--- config.mk ---
export PLATFORM = sky130hd
export DESIGN_NAME = pulse_interval_decoder
export DESIGN_NICKNAME = d
export VERILOG_FILES = /design/src/rtl/pid_pkg.sv /design/src/rtl/pid_sync.sv /design/src/rtl/pid_classify.sv /design/src/rtl/pulse_interval_decoder.sv
export SDC_FILE = /design/constraint.sdc
export NUM_CORES = 1
export LEC_CHECK = 0
export BUFFER_PORTS_ARGS = -buffer_cell sky130_fd_sc_hd__buf_2
export CORE_MARGIN = 8
export CORE_UTILIZATION = 50
export CTS_BUF_LIST = sky130_fd_sc_hd__clkbuf_8 sky130_fd_sc_hd__clkbuf_16
export DETAILED_ROUTE_END_ITERATION = 10
export MAX_ROUTING_LAYER = met4
export PLACE_DENSITY = 0.79
export SYNTH_ARGS = -nofsm -noshare
export SYNTH_HDL_FRONTEND = slang
export SYNTH_HIERARCHICAL = 1
export SYNTH_SLANG_ARGS = --single-unit
--- constraint.sdc ---
create_clock -name clk -period 2.91 [get_ports clk]
set_clock_uncertainty 0.15 [all_clocks]
set_input_delay 0.582 -clock clk [delete_from_list [all_inputs] [get_ports clk]]
set_output_delay 0.582 -clock clk [all_outputs]
set_load 0.01 [all_outputs]
--- src/rtl/pid_pkg.sv ---
package pid_pkg;
    typedef enum logic [1:0] {
        SYM_BAD  = 2'd0,
        SYM_ZERO = 2'd1,
        SYM_ONE  = 2'd2
    } sym_e;
endpackage

--- src/rtl/pid_sync.sv ---
module pid_sync #(
    parameter int STAGES = 2
) (
    input  logic clk,
    input  logic rst_n,
    input  logic d_i,
    output logic rise_o
);
    localparam int W = STAGES + 1;

    logic [W-1:0] chain_d, chain_q;

    always_comb begin
        chain_d = {chain_q[W-2:0], d_i};
    end

    always_ff @(posedge clk or negedge rst_n) begin
        if (!rst_n) chain_q <= '0;
        else        chain_q <= chain_d;
    end

    assign rise_o = chain_q[STAGES-1] & ~chain_q[STAGES];
endmodule

--- src/rtl/pid_classify.sv ---
module pid_classify
    import pid_pkg::*;
#(
    parameter int CNT_W    = 12,
    parameter int ONE_NOM  = 150,
    parameter int ZERO_NOM = 90,
    parameter int TOL      = 20
) (
    input  logic [CNT_W-1:0] ivl_i,
    output sym_e             sym_o
);
    localparam logic [CNT_W-1:0] ONE_LO  = CNT_W'(ONE_NOM - TOL);
    localparam logic [CNT_W-1:0] ONE_HI  = CNT_W'(ONE_NOM + TOL);
    localparam logic [CNT_W-1:0] ZERO_LO = CNT_W'(ZERO_NOM - TOL);
    localparam logic [CNT_W-1:0] ZERO_HI = CNT_W'(ZERO_NOM + TOL);

    always_comb begin
        if (ivl_i > ONE_LO && ivl_i < ONE_HI)        sym_o = SYM_ONE;
        else if (ivl_i > ZERO_LO && ivl_i < ZERO_HI) sym_o = SYM_ZERO;
        else                                         sym_o = SYM_BAD;
    end
endmodule

--- src/rtl/pulse_interval_decoder.sv ---
module pulse_interval_decoder
    import pid_pkg::*;
#(
    parameter int ONE_NOM    = 150,
    parameter int ZERO_NOM   = 90,
    parameter int TOL        = 20,
    parameter int PARK_TICKS = 3000,
    parameter int MAX_BITS   = 31,
    parameter int SYNC_STAGES = 2,
    localparam int CNT_W = $clog2(PARK_TICKS + 1),
    localparam int NB_W  = $clog2(MAX_BITS + 1)
) (
    input  logic                clk,
    input  logic                rst_n,
    input  logic                env_i,
    input  logic                tick_i,
    output logic                frame_valid_o,
    output logic [NB_W-1:0]     frame_bits_o,
    output logic [MAX_BITS-1:0] frame_data_o
);
    localparam logic [CNT_W-1:0] PARK_V    = CNT_W'(PARK_TICKS);
    localparam logic [CNT_W-1:0] TIMEOUT_V = CNT_W'(ONE_NOM + TOL);
    localparam logic [NB_W-1:0]  CAP_V     = NB_W'(MAX_BITS);

    typedef struct packed {
        logic [CNT_W-1:0]    cnt;
        logic                active;
        logic [NB_W-1:0]     nbits;
        logic [MAX_BITS-1:0] data;
        logic                fv;
        logic [NB_W-1:0]     out_n;
        logic [MAX_BITS-1:0] out_d;
    } st_t;

    st_t  st_d, st_q;
    logic rise;
    sym_e sym;
    logic end_frame;

    pid_sync #(.STAGES(SYNC_STAGES)) u_sync (
        .clk    (clk),
        .rst_n  (rst_n),
        .d_i    (env_i),
        .rise_o (rise)
    );

    pid_classify #(
        .CNT_W    (CNT_W),
        .ONE_NOM  (ONE_NOM),
        .ZERO_NOM (ZERO_NOM),
        .TOL      (TOL)
    ) u_cls (
        .ivl_i (st_q.cnt),
        .sym_o (sym)
    );

    always_comb begin
        st_d      = st_q;
        st_d.fv   = 1'b0;
        end_frame = 1'b0;
        if (rise) begin
            // the tick of the edge cycle belongs to the new interval
            st_d.cnt = CNT_W'(tick_i);
            if (sym == SYM_ONE || sym == SYM_ZERO) begin
                st_d.active = 1'b1;
                if (st_q.nbits < CAP_V) begin
                    st_d.data[st_q.nbits] = (sym == SYM_ONE);
                    st_d.nbits            = st_q.nbits + 1'b1;
                end
            end else if (st_q.active) begin
                end_frame = 1'b1;
            end
        end else begin
            if (tick_i && st_q.cnt != PARK_V) st_d.cnt = st_q.cnt + 1'b1;
            if (st_q.active && st_q.cnt >= TIMEOUT_V) end_frame = 1'b1;
        end
        if (end_frame) begin
            st_d.active = 1'b0;
            st_d.nbits  = '0;
            st_d.data   = '0;
            if (st_q.nbits != '0) begin
                st_d.fv    = 1'b1;
                st_d.out_n = st_q.nbits;
                st_d.out_d = st_q.data;
            end
        end
    end

    always_ff @(posedge clk or negedge rst_n) begin
        if (!rst_n) begin
            st_q     <= '0;
            st_q.cnt <= PARK_V;
        end else begin
            st_q <= st_d;
        end
    end

    assign frame_valid_o = st_q.fv;
    assign frame_bits_o  = st_q.out_n;
    assign frame_data_o  = st_q.out_d;
endmodule

==> flow_summary.yaml <==
worst_setup_path:
  r2r_end: "frame_data_o[11]"
  path_class: "reg2reg"
  r2r_cells: 11
  r2r-start: "st_q[85]"
  worst_setup_path_end_kind: "register"
  start_kind: "register"
  reg2reg_setup_slack_ns: 0.09
  critPathArrivalTime_ns: 2.92
  required_ns: 3.00
  worstPathMaxFanout: 8
sta:
  setup_viol: 0
  finalHoldViolCount: 0
  fin_crit_sh: 0.970
  layout_setup_ws_ns: 0.0886
  fmax_ghz: 0.354
  slew_headroom: 0.466
  maxSlewViolCount: 0
  worstMarginPinSlew_ns: 0.794
  fin_crit_ns: 2.82
  tns_ns: 0
die:
  io_pins: 41
  initial_core_util: 0.504
  die_x_um: 111
  dieArea_mm2: 0.0124
  die_h_um: 111
  core-area_mm2: 0.00902
  rows: 35
cts:
  cts_sinks: 89
  postCtsHoldBufs: 0
  path_clk_slew_ns: 0.09
  clock_path_buffers: 2
  clock_latency_ns: 0.36
  htree_levels: 3
  cts_buffers: 9
  tritoncts: "yes"
  root_buffer: "clkbuf_8"
final_layout:
  diodes: 0
  postLayoutCellArea_mm2: 0.00511
  nNetsFinal: 427
  layout-drive-gt1-share: 0.338
  area_delta_synth_final_pct: 12.3
  fillers: 707
  post-route-util: 0.566
placed_design:
  hpwl_um: 5940
  globalplace.congestion: 0.877
  pre_cts_ws_ns: 0.0394
  post_dp_cell_area_mm2: 0.00473
  port_buffers: 40
power:
  fin_total_pwr_mw: 2.29
  leakage_nw: 2.51
  switching_power_mw: 0.573
  switching_share: 0.251
  seqPwrFrac: 0.561
  p_int_mw: 1.71
  power_density_mw_per_mm2: 447
  p_comb_frac: 0.063
  pwr-share-clk: 0.376
  ir_drop_uv: 261
route:
  route.detailed.drc: 0
  dr.pass1.iters: 4
  via_per_inst: 5.62
  final_antenna_net_count: 0
  totalWireLength_um: 9270
  vias: 2984
  wl_per_cell_um: 17.5
  drt_iter0_drc: 183
yosys:
  yosysTopAreaCell: "dfrtp_1"
  syn_nets: 409
  synth_seq_cells: 89
  synth-async-reset-ratio: 1.00
  synth-main-ff-cell: "dfrtp_1"
  synth_edf_count: 0
  yosysTopAreaCellShare: 0.451
  synth_area_leaders: "dfrtp_1 (45%), mux2_4 (8.6%), mux2i_1 (6.6%)"
  ys_types: 52
  netlist_area_mm2: 0.00455
  synth_seq_area_share: 0.491
  yosysWarnings: 6
  synthCells: 397
  synth.avg_cell_area_um2: 11.5
grt:
  grt_pass1_wl_um: 15000
  grt_pass1_vias: 3037
  grt_usage: 0.147
  antenna_found_initial: 0
  grt_start_max_net_pins: 56
  grt_overflow: 0
flow_run:
  cap_violations: 0
status:
  status: "finished clean"
min_path:
  hold_class: "in2async"
==> synthesized netlist by cell type (2+ instances only) <==
library cell	count
nand3b_1	4
and4b_1	2
nor4_1	2
mux2_4	26
and3_1	2
o311ai_0	2
o31ai_1	2
nor3b_1	10
dfstp_2	7
a21oi_1	9
mux2i_1	30
xor2_1	4
mux2_2	7
nand4_1	14
clkbuf_1	16
buf_2	2
inv_1	10
o2bb2ai_1	3
o21ai_0	5
nand3_1	15
ha_1	8
nor4bb_1	2
dfrtp_1	82
nor3_1	4
or4b_2	2
buf_6	3
xnor2_1	5
buf_4	36
nor2_1	42
nand2_1	15
nand2b_1	3
o211ai_1	3
==> power groups by stage <==
stage	logic [mW]	registers (mW)	clock network [mW]
floorplan	0.0615	1.31	0
global placement	0.136	1.30	0
detailed placement	0.141	1.30	0
CTS	0.141	1.28	0.885
global route	0.161	1.28	0.946
finish	0.144	1.28	0.860
==> layer usage <==
metal	GRT usage	part of all wire	wire length, um
met4	0.0622	0.013	119
met2	0.223	0.47	4400
met3	0.0323	0.046	425
met5	-	0	0
met1	0.187	0.47	4330
==> state kept, by name (all words and copies together), names as in the netlist <==
signal / count
frame_bits_o: 5
frame_data_o: 31
frame_valid_o: 1
st_q: 49
u_sync/chain_q: 3
==> kinds of logic (layout without fill, tap and decap cells) <==
kind of cell,Yosys count,in the layout,share of synthesized area
fa+ha+maj,8,8,0.0220
mux,63,63,0.169
compound gates,31,31,0.0506
simple gates,129,129,0.158
flops,89,89,0.491
xor+xnor,9,9,0.0173
buf+inv,68,91,0.0913
==> worst max-delay path, cell delays in order, from the launching register on <==
cell and delay [ns]:
dfstp_2 0.41, nor4_4 0.29, o211ai_1 0.15, nor4b_2 0.33, ha_4 0.20, buf_6 0.12, nand2b_4 0.15, o311ai_4 0.11
a21oi_4 0.19, buf_6 0.15, clkbuf_16 0.14, mux2_2 0.32
==> cells in the final DEF, fill, tap and decap left out, types with 4 or more instances in the layout <==
| cell type | n |
|---|---|
| nor2_1 | 42 |
| xor2_1 | 4 |
| nand3_1 | 15 |
| dfstp_2 | 7 |
| dfrtp_1 | 82 |
| inv_1 | 11 |
| o21ai_0 | 5 |
| clkbuf_8 | 9 |
| mux2_4 | 26 |
| nand4_1 | 14 |
| buf_12 | 4 |
| nor3b_2 | 5 |
| buf_4 | 16 |
| nand2_1 | 15 |
| buf_2 | 39 |
| mux2i_1 | 30 |
| a21oi_1 | 8 |
| mux2_2 | 7 |
| xnor2_1 | 5 |
| nand3b_1 | 4 |
| nor3b_1 | 5 |
| ha_1 | 7 |
==> cell type report <==
type | count | area, um^2 | share of cell area
well taps | 111 | 139 | 0.0272
clock buffers | 9 | 124 | 0.0242
multi-input cells | 240 | 1990 | 0.390
inverters | 10 | 37.5 | 0.00735
clock inverters | 7 | 76.3 | 0.0149
repair buffers | 65 | 504 | 0.0987
flip-flops and latches | 89 | 2240 | 0.438
==> what timing repair did <==
item	CTS	global route
setup buffers	0	3
resized for setup	0	13
endpoints found under the setup margin	0	59
==> worst max-delay path by stage <==
stage | startpoint | end
after CTS | st_q[85] | st_q[39]
after global placement | st_q[85] | st_q[40]
final | st_q[85] | frame_data_o[11]
after detailed placement | st_q[85] | st_q[40]
after global routing | st_q[85] | frame_bits_o[0]
after floorplan | st_q[79] | st_q[39]
==> stage by stage <==
step	hold WS [ns]	std cells
floorplan	0.136	397
global placement	0.185	509
detailed placement	0.190	509
CTS	0.0328	525
global route	0.0381	531
finish	0.0274	531
(Power assumes the default switching activity.)
